[config.mk]
export PLATFORM = sky130hd
export DESIGN_NAME = dev_irq_router
export DESIGN_NICKNAME = d
export VERILOG_FILES = /design/src/rtl/dir_pkg.sv /design/src/rtl/dir_decode.sv /design/src/rtl/dir_req_bank.sv /design/src/rtl/dir_cpu_lane.sv /design/src/rtl/dev_irq_router.sv
export SDC_FILE = /design/constraint.sdc
export NUM_CORES = 1
export LEC_CHECK = 0
export BUFFER_PORTS_ARGS = -buffer_cell sky130_fd_sc_hd__buf_2
export CORE_ASPECT_RATIO = 1.1
export CORE_UTILIZATION = 51
export CTS_CLUSTER_DIAMETER = 120
export CTS_CLUSTER_SIZE = 40
export DETAILED_ROUTE_END_ITERATION = 8
export PLACE_DENSITY = 0.77
export SLEW_MARGIN = 20
export SYNTH_ARGS = -nofsm -noshare
export SYNTH_HDL_FRONTEND = slang
export SYNTH_HIERARCHICAL = 1
export SYNTH_SLANG_ARGS = --single-unit
[constraint.sdc]
create_clock -name clk -period 19.6 [get_ports clk]
set_clock_uncertainty 0.15 [all_clocks]
set_input_delay 2.94 -clock clk [delete_from_list [all_inputs] [get_ports clk]]
set_output_delay 2.94 -clock clk [all_outputs]
set_load 0.005 [all_outputs]
[src/rtl/dir_pkg.sv]
package dir_pkg;
  localparam int unsigned STRIDE_LG = 6;

  typedef enum logic [1:0] {
    RK_MASK   = 2'd0,
    RK_ROUTED = 2'd1,
    RK_REQ    = 2'd2,
    RK_NONE   = 2'd3
  } reg_kind_e;
endpackage

[src/rtl/dir_decode.sv]
module dir_decode
  import dir_pkg::*;
#(
  parameter int unsigned NUM_CPU = 4,
  parameter int unsigned ADDR_W  = 10,
  parameter int unsigned BYTES   = 8,
  localparam int unsigned IDX_W  = ADDR_W - STRIDE_LG,
  localparam int unsigned CPU_W  = (NUM_CPU > 1) ? $clog2(NUM_CPU) : 1,
  localparam int unsigned BYTES_W = $clog2(BYTES) + 1
) (
  input  logic               valid_i,
  input  logic               write_i,
  input  logic [ADDR_W-1:0]  addr_i,
  input  logic [BYTES_W-1:0] bytes_i,
  output reg_kind_e          kind_o,
  output logic [CPU_W-1:0]   sel_o,
  output logic               err_o,
  output logic               mask_we_o
);
  logic [IDX_W-1:0] idx;
  logic             unused_low;

  assign idx        = addr_i[ADDR_W-1:STRIDE_LG];
  assign unused_low = ^addr_i[STRIDE_LG-1:0];

  always_comb begin
    kind_o = RK_NONE;
    sel_o  = '0;
    if (idx < IDX_W'(NUM_CPU)) begin
      kind_o = RK_MASK;
      sel_o  = CPU_W'(idx);
    end else if (idx < IDX_W'(2 * NUM_CPU)) begin
      kind_o = RK_ROUTED;
      sel_o  = CPU_W'(idx - IDX_W'(NUM_CPU));
    end else if (idx == IDX_W'(2 * NUM_CPU)) begin
      kind_o = RK_REQ;
    end
  end

  always_comb begin
    err_o = valid_i && ((bytes_i != BYTES_W'(BYTES)) || (kind_o == RK_NONE) ||
                        (write_i && (kind_o != RK_MASK)));
    mask_we_o = valid_i && write_i && !err_o && (kind_o == RK_MASK);
  end
endmodule

[src/rtl/dir_req_bank.sv]
module dir_req_bank #(
  parameter int unsigned NUM_SRC = 64
) (
  input  logic               clk,
  input  logic               rst_n,
  input  logic [NUM_SRC-1:0] set_i,
  input  logic [NUM_SRC-1:0] clr_i,
  output logic [NUM_SRC-1:0] req_n_o,
  output logic [NUM_SRC-1:0] req_q_o
);
  logic req_en;

  always_comb begin
    req_en  = |{set_i, clr_i};
    req_n_o = (req_q_o & ~clr_i) | set_i;
  end

  always_ff @(posedge clk or negedge rst_n) begin
    if (!rst_n)      req_q_o <= '0;
    else if (req_en) req_q_o <= req_n_o;
  end

  p_set_lands_r4: assert property (@(posedge clk) disable iff (!rst_n)
    |set_i |=> (($past(set_i) & ~req_q_o) == '0));

  p_clr_lands_r5: assert property (@(posedge clk) disable iff (!rst_n)
    |clr_i |=> (($past(clr_i) & ~$past(set_i) & req_q_o) == '0));
endmodule

[src/rtl/dir_cpu_lane.sv]
module dir_cpu_lane #(
  parameter int unsigned NUM_SRC = 64
) (
  input  logic               clk,
  input  logic               rst_n,
  input  logic               we_i,
  input  logic [NUM_SRC-1:0] wdata_i,
  input  logic [NUM_SRC-1:0] req_n_i,
  output logic [NUM_SRC-1:0] mask_q_o,
  output logic [NUM_SRC-1:0] routed_q_o,
  output logic               irq_q_o
);
  logic [NUM_SRC-1:0] mask_n;
  logic [NUM_SRC-1:0] routed_n;
  logic               irq_n;

  always_comb begin
    mask_n   = we_i ? wdata_i : mask_q_o;
    routed_n = mask_n & req_n_i;
    irq_n    = |routed_n;
  end

  always_ff @(posedge clk or negedge rst_n) begin
    if (!rst_n) mask_q_o <= '0;
    else if (we_i) mask_q_o <= mask_n;
  end

  always_ff @(posedge clk or negedge rst_n) begin
    if (!rst_n) begin
      routed_q_o <= '0;
      irq_q_o    <= 1'b0;
    end else begin
      routed_q_o <= routed_n;
      irq_q_o    <= irq_n;
    end
  end

  p_mask_load_r2: assert property (@(posedge clk) disable iff (!rst_n)
    we_i |=> (mask_q_o == $past(wdata_i)));

  p_irq_is_or_r6: assert property (@(posedge clk) disable iff (!rst_n)
    irq_q_o == (|routed_q_o));
endmodule

[src/rtl/dev_irq_router.sv]
module dev_irq_router
  import dir_pkg::*;
#(
  parameter int unsigned NUM_CPU = 4,
  parameter int unsigned NUM_SRC = 64,
  parameter int unsigned ADDR_W  = 10,
  localparam int unsigned DATA_W  = NUM_SRC,
  localparam int unsigned BYTES   = DATA_W / 8,
  localparam int unsigned BYTES_W = $clog2(BYTES) + 1,
  localparam int unsigned CPU_W   = (NUM_CPU > 1) ? $clog2(NUM_CPU) : 1
) (
  input  logic                       clk,
  input  logic                       rst_n,
  input  logic                       req_valid,
  input  logic                       req_write,
  input  logic [ADDR_W-1:0]          req_addr,
  input  logic [BYTES_W-1:0]         req_bytes,
  input  logic [DATA_W-1:0]          req_wdata,
  output logic                       rsp_valid,
  output logic                       rsp_err,
  output logic [DATA_W-1:0]          rsp_rdata,
  input  logic [NUM_SRC-1:0]         dev_set,
  input  logic [NUM_SRC-1:0]         dev_clr,
  output logic [NUM_CPU-1:0]         cpu_irq,
  output logic [NUM_CPU*NUM_SRC-1:0] cpu_routed
);
  logic [1:0] rst_pipe;
  logic       rst_sync_n;

  always_ff @(posedge clk or negedge rst_n) begin
    if (!rst_n) rst_pipe <= 2'b00;
    else        rst_pipe <= {rst_pipe[0], 1'b1};
  end
  assign rst_sync_n = rst_pipe[1];

  reg_kind_e          kind;
  logic [CPU_W-1:0]   sel;
  logic               acc_err;
  logic               mask_we;
  logic [NUM_SRC-1:0] req_n;
  logic [NUM_SRC-1:0] req_q;
  logic [NUM_SRC-1:0] mask_q   [NUM_CPU];
  logic [NUM_SRC-1:0] routed_q [NUM_CPU];
  logic [NUM_CPU*NUM_SRC-1:0] mask_flat;

  dir_decode #(.NUM_CPU(NUM_CPU), .ADDR_W(ADDR_W), .BYTES(BYTES)) u_decode (
    .valid_i  (req_valid),
    .write_i  (req_write),
    .addr_i   (req_addr),
    .bytes_i  (req_bytes),
    .kind_o   (kind),
    .sel_o    (sel),
    .err_o    (acc_err),
    .mask_we_o(mask_we)
  );

  dir_req_bank #(.NUM_SRC(NUM_SRC)) u_req (
    .clk    (clk),
    .rst_n  (rst_sync_n),
    .set_i  (dev_set),
    .clr_i  (dev_clr),
    .req_n_o(req_n),
    .req_q_o(req_q)
  );

  for (genvar k = 0; k < NUM_CPU; k++) begin : g_lane
    dir_cpu_lane #(.NUM_SRC(NUM_SRC)) u_lane (
      .clk       (clk),
      .rst_n     (rst_sync_n),
      .we_i      (mask_we && (sel == CPU_W'(k))),
      .wdata_i   (req_wdata),
      .req_n_i   (req_n),
      .mask_q_o  (mask_q[k]),
      .routed_q_o(routed_q[k]),
      .irq_q_o   (cpu_irq[k])
    );
    assign cpu_routed[k*NUM_SRC +: NUM_SRC] = routed_q[k];
    assign mask_flat[k*NUM_SRC +: NUM_SRC]  = mask_q[k];

    p_routed_and_r3: assert property (@(posedge clk) disable iff (!rst_sync_n)
      routed_q[k] == (mask_q[k] & req_q));
  end

  logic [DATA_W-1:0] rdata_n;
  logic              rsp_en;

  always_comb begin
    rdata_n = '0;
    if (req_valid && !req_write && !acc_err) begin
      unique case (kind)
        RK_MASK:   rdata_n = mask_q[sel];
        RK_ROUTED: rdata_n = routed_q[sel];
        RK_REQ:    rdata_n = req_q;
        default:   rdata_n = '0;
      endcase
    end
    rsp_en = req_valid || rsp_valid;
  end

  always_ff @(posedge clk or negedge rst_sync_n) begin
    if (!rst_sync_n) begin
      rsp_valid <= 1'b0;
      rsp_err   <= 1'b0;
      rsp_rdata <= '0;
    end else if (rsp_en) begin
      rsp_valid <= req_valid;
      rsp_err   <= acc_err;
      rsp_rdata <= rdata_n;
    end
  end

  p_rsp_next_r11: assert property (@(posedge clk) disable iff (!rst_sync_n)
    req_valid |=> rsp_valid);

  p_err_keeps_masks_r8: assert property (@(posedge clk) disable iff (!rst_sync_n)
    rsp_err |-> (mask_flat == $past(mask_flat)));

  p_err_zero_data_r10: assert property (@(posedge clk) disable iff (!rst_sync_n)
    rsp_err |-> (rsp_rdata == '0));
endmodule

==> results of run 1 <==
-- routing by layer --
layer	GRT usage	vias to the layer above	share of wire
met5	0	-	0.0012
met1	0.3875	10660	0.38
li1	-	8526	-
met3	0.07401	216	0.089
met4	0.1718	16	0.055
met2	0.4747	948	0.48
-- critical path: stages --
cell and delay (ns):
buf_2 0.16, nor2b_4 0.11, buf_4 0.70, nand2_1 0.22
nor2_4 0.79, buf_4 0.91, mux2_2 0.44, a22oi_1 0.22
nand4_1 0.25, nor4_1 0.62, buf_4 0.24, nand2_1 0.05
-- sequential cells by signal (all words and copies together), names as in the netlist --
register,cells
g_lane.u_lane/irq_q_o,4
g_lane.u_lane/mask_q_o,256
g_lane.u_lane/routed_q_o,256
rsp_err,1
rsp_rdata,64
rsp_valid,1
rst_pipe,2
u_req/req_q_o,64
-- final cells by class --
class                      count  share of cell area
inverter                      65            0.007411
clock buffer                  22             0.01638
tap                          744             0.02828
sequential                   648              0.4927
clock inverter                 3            0.002052
multi-input combinational   1217              0.3639
antenna                       20            0.001520
timing repair buffer         558             0.08780
-- power groups by stage --
| stage | Sequential [mW] | Clock [mW] | Combinational, mW |
|---|---|---|---|
| 4_1_cts | 1.40 | 0.629 | 0.259 |
| 2_1_floorplan | 1.44 | 0 | 0.126 |
| 6_report | 1.40 | 0.616 | 0.260 |
| 3_5_place_dp | 1.43 | 0 | 0.259 |
| 3_3_place_gp | 1.42 | 0 | 0.252 |
| 5_1_grt | 1.41 | 0.667 | 0.279 |
-- cell families after synthesis --
group,after synthesis,synth area share
and+or+nand+nor,506,0.1062
AOI/OAI and AO/OA,324,0.08683
muxes,386,0.2168
DFF,648,0.5582
other,1,0.0001291
buffers and inverters,173,0.03183
-- final timing paths --
kind,cells past startpoint,from,endpoint
setup / recovery,12,req_addr[9],g_lane[1].u_lane/irq_q_o
hold / removal,0,rst_pipe[0],rst_pipe[1]
setup reg to reg,4,rst_pipe[1],g_lane[1].u_lane/routed_q_o[32]
hold reg to reg,0,rst_pipe[0],rst_pipe[1]
max in group asynchronous,4,rst_pipe[1],g_lane[1].u_lane/routed_q_o[32]
min in group asynchronous,0,rst_pipe[1],u_req/req_q_o[48]
-- placed cells by master, fill, tap and decap left out, drive strengths merged, types with 64 or more instances in the layout --
cell type / count
mux4: 128
a32oi: 64
mux2: 257
dfrtp: 648
inv: 65
a21o: 128
and2: 257
nand3: 126
a22oi: 128
buf: 558
-- stage by stage --
| stage | instance area (um2) | utilization | hold slack, ns | cells |
|---|---|---|---|---|
| detailed placement | 32260 | 0.5748 | 0.1978 | 3232 |
| CTS | 32870 | 0.5856 | 0.2252 | 3257 |
| finish | 32920 | 0.5865 | 0.2162 | 3277 |
| global placement | 32260 | 0.5748 | 0.1882 | 3232 |
| floorplan | 29050 | - | 0.1812 | 2038 |
| global route | 32910 | 0.5862 | 0.2350 | 3271 |
==> flow_summary.json, run 1 <==
{
  "initial_utilization": 0.5175,
  "netlist_top_cells_count": "dfrtp_1, and2_1, mux2_4",
  "first_iter_violations": 1786,
  "vias_per_cell": 6.215,
  "power.internal_mw": 1.694,
  "overflow": 0,
  "crit_path_start_kind": "primary input",
  "dp_slack_ns": 11.60,
  "final-seq-area_mm2": 0.01622,
  "synth-main-ff-cell": "dfrtp_1",
  "power_density_mw_per_mm2": 69.16,
  "drc": 0,
  "reg2reg_slack_ns": 15.14,
  "vdd_ir_drop_max_mv": 0.07086,
  "post-dp-hpwl_mm": 62.43,
  "ctsLongestPathBuffers": 3,
  "maxSlewHeadroom": 0.2363,
  "share_seq_of_total_power": 0.616,
  "p_sw_frac": 0.2562,
  "multiInputGateArea_mm2": 0.01198,
  "syn-cell-area_mm2": 0.02905,
  "p_comb_frac": 0.114,
  "clock-sinks": 648,
  "yosysMostFrequentCell": "dfrtp_1",
  "ys_seq_area_frac": 0.5582,
  "status": "finished clean",
  "finalMaxSlewViolations": 0,
  "dieArea_mm2": 0.05792,
  "grt_pass1_wl_mm": 131.7,
  "rsz0062_at_grt": "false",
  "yosysWarnings": 6,
  "totalPowerFinal_mw": 2.277,
  "boundaryPins": 536,
  "insertion_delay_ns": 0.59,
  "core_mm2": 0.05613,
  "critical_path_arrival_ns": 7.76,
  "worst-path-max-fanout": 73,
  "required_ns": 19.94,
  "fin_tns_setup_ns": 0,
  "post_cts_buffers": 0,
  "grt_pass1_vias": 21230,
  "synth_cell_types": 33,
  "finalCritPeriodShare": 0.3786,
  "yosys_register_bits": 648,
  "synth_area_leaders": "dfrtp_1, mux4_2, mux2_4",
  "wirelength_mm": 88.96,
  "cap_viol_max_count": 0,
  "wire_per_inst_um": 27.15,
  "crit_type": "primary input to register",
  "postCtsHoldBufs": 0,
  "fill_cells": 4438,
  "fin_ws_ns": 12.18,
  "cts_tree": "built",
  "synth_top_area_frac": 0.5582,
  "clkTransAtPathRegs_ns": 0.13,
  "setup_violations": 0,
  "fp.dieH_um": 252.3,
  "min_period_ns": 7.420,
  "fmax_mhz": 134.8,
  "cts.repair.resized": 0,
  "p_clk_frac": 0.270,
  "async_flop_share": 1.000,
  "synth.avg_cell_area_um2": 14.25,
  "grtUsageTotal": 0.3030,
  "antenna_found_initial": 25,
  "area_delta_synth_final_pct": 13.33,
  "clock-root-buffer": "clkbuf_16",
  "die_width_um": 229.6,
  "gp_congestion": 0.9197,
  "htreeDepth": 1,
  "vias": 20370,
  "first_pass_iters": 5,
  "numCtsBuffers": 20,
  "fin_nets": 2720,
  "drive_gt1_frac": 0.3920,
  "finalHoldViolCount": 0,
  "synth_fp_nets": 2248,
  "yosys.area.top_type": "dfrtp_1",
  "leakage_nw": 16.83,
  "grt_max_degree": 171,
  "core.rowCount": 91,
  "synthCells": 2038,
  "crit_path_end_kind": "register",
  "port_buffers": 529,
  "ant_nets": 0,
  "synth-edff-count": 0,
  "hold_path_class": "register to register",
  "tightestPinTransition_ns": 1.145,
  "p_sw_mw": 0.5833
}
Note: power is estimated with default switching activity, not from simulation.
==> inputs of run 2 (changes only) <==
- clock period: 19.6 -> 6.61 ns (I/O delays scaled with it)
==> run 2 against run 1 <==
Sequential share of layout area is essentially flat. Sequential power grew to 3.0 times the previous value. Final cell count down 0.24%. Hold slack lost 0.19 ns. Largest cell class unchanged. Setup slack got worse by 10 ns. Total power grew to 2.9 times the previous value. Critical path type unchanged. Critical path depth shrank 1. Utilization about the same. Final area about the same. Largest power group unchanged.
==> flow_summary.json, run 2 (same netlist as run 1, synthesis figures left out) <==
{
  "vias_per_cell": 6.211,
  "finalCritPeriodShare": 0.6907,
  "cap_viol_max_count": 0,
  "status": "finished clean",
  "grt_pass1_wl_mm": 132.2,
  "port_buffers": 529,
  "grt_pass1_vias": 21310,
  "maxSlewHeadroom": 0.2188,
  "antenna_found_initial": 17,
  "wire_per_inst_um": 27.06,
  "crit_top_cell": "buf_4",
  "rr_worst_depth": 6,
  "setup_violations": 0,
  "post_cts_buffers": 0,
  "overflow": 0,
  "grtUsageTotal": 0.3024,
  "min_period_ns": 4.566,
  "final-seq-area_mm2": 0.01622,
  "slowest_stage": "and3_4",
  "cts.repair.resized": 0,
  "area_delta_synth_final_pct": 13.27,
  "multiInputGateArea_mm2": 0.01198,
  "finalMaxSlewViolations": 0,
  "ant_nets": 0,
  "tightestPinTransition_ns": 1.172,
  "crit_type": "primary input to register",
  "rsz0062_at_grt": "false",
  "boundaryPins": 536,
  "numCtsBuffers": 20,
  "clkTransAtPathRegs_ns": 0.13,
  "clock-root-buffer": "clkbuf_16",
  "fin_nets": 2721,
  "cts_tree": "built",
  "grt_max_degree": 183,
  "final_common_cell": "dfrtp_1",
  "vias": 20300,
  "power_density_mw_per_mm2": 203.6,
  "core.rowCount": 91,
  "dieArea_mm2": 0.05792,
  "final_cell_mix": "dfrtp_1, buf_2, and2_1",
  "drive_gt1_frac": 0.3920,
  "hold_path_class": "primary input to asynchronous set/reset pin",
  "crit_path_start_kind": "primary input",
  "fin_tns_setup_ns": 0,
  "postCtsHoldBufs": 0,
  "initial_utilization": 0.5175,
  "leakage_nw": 16.84,
  "fp.dieH_um": 252.3,
  "core_mm2": 0.05613,
  "insertion_delay_ns": 0.61,
  "timing.hold.ws_ns": 0.02660,
  "finalHoldViolCount": 0,
  "wirelength_mm": 88.44,
  "totalPowerFinal_mw": 6.701,
  "drc": 0,
  "gp_congestion": 0.9088,
  "post-dp-hpwl_mm": 62.33,
  "fmax_mhz": 219.0,
  "clock-sinks": 648,
  "htreeDepth": 1,
  "critical_path_arrival_ns": 4.90,
  "fill_cells": 4448,
  "worst-path-max-fanout": 54,
  "die_width_um": 229.6,
  "first_pass_iters": 5,
  "reg.largest.list": "g_lane.u_lane/mask_q_o: 256 flops, g_lane.u_lane/routed_q_o: 256 flops",
  "ctsLongestPathBuffers": 3,
  "required_ns": 6.94,
  "crit_chain": "buf_2, nor2b_4, buf_4, and3_4, buf_4, mux2_2, a22oi_1, nand4_1, nor4_1, buf_4, nand2_1",
  "crit_path_end_kind": "register",
  "first_iter_violations": 1903,
  "vdd_ir_drop_max_mv": 0.1996,
  "reg2reg_slack_ns": 4.13,
  "slowest_delay_ns": 0.73
}
-- run 2: worst max-delay path, delay by kind of cell --
kind / cells / cell delay (ns)
AND/OR/NAND/NOR: 5 / 1.83
buffers and inverters: 4 / 1.38
multiplexers: 1 / 0.40
AO/OA/AOI/OAI: 1 / 0.23
-- run 2: final timing paths --
kind,end,from
worst max-delay path,g_lane[3].u_lane/irq_q_o,req_addr[9]
worst min-delay path,rst_pipe[1],rst_n
worst max register to register,g_lane[1].u_lane/irq_q_o,u_req/req_q_o[49]
worst min register to register,g_lane[0].u_lane/routed_q_o[48],rst_pipe[1]
max in group asynchronous,g_lane[1].u_lane/mask_q_o[17],rst_pipe[1]
min in group clk,rst_pipe[1],rst_pipe[0]
-- run 2: stage by stage --
stage | worst slack [ns] | instance area, um2 | utilization | cells
2_1_floorplan | 0.1877 | 29050 | - | 2038
3_3_place_gp | 1.399 | 32310 | 0.5756 | 3233
3_5_place_dp | 1.355 | 32310 | 0.5756 | 3233
4_1_cts | 2.015 | 32880 | 0.5857 | 3257
5_1_grt | 1.998 | 32900 | 0.5861 | 3267
6_report | 2.044 | 32910 | 0.5862 | 3269
-- run 2: routing by layer --
metal,global-route usage,up-vias,share of wire
met1,0.3972,10610,0.39
met2,0.4921,981,0.48
li1,-,8500,-
met5,0,-,0.00058
met3,0.05675,207,0.082
met4,0.1333,8,0.047
-- run 2: area by class of cell --
type | instances | share of cell area
Sequential cell | 648 | 0.4929
Multi-Input combinational cell | 1217 | 0.3640
Timing Repair Buffer | 559 | 0.08921
Tap cell | 744 | 0.02829
Clock buffer | 21 | 0.01597
Inverter | 65 | 0.007415
Clock inverter | 3 | 0.001255
Antenna cell | 12 | 0.0009126
-- run 2: report_power, final --
part | switching (mW) | internal, mW
clock network | 1.18 | 0.593
registers | 0.0775 | 4.08
logic | 0.465 | 0.303
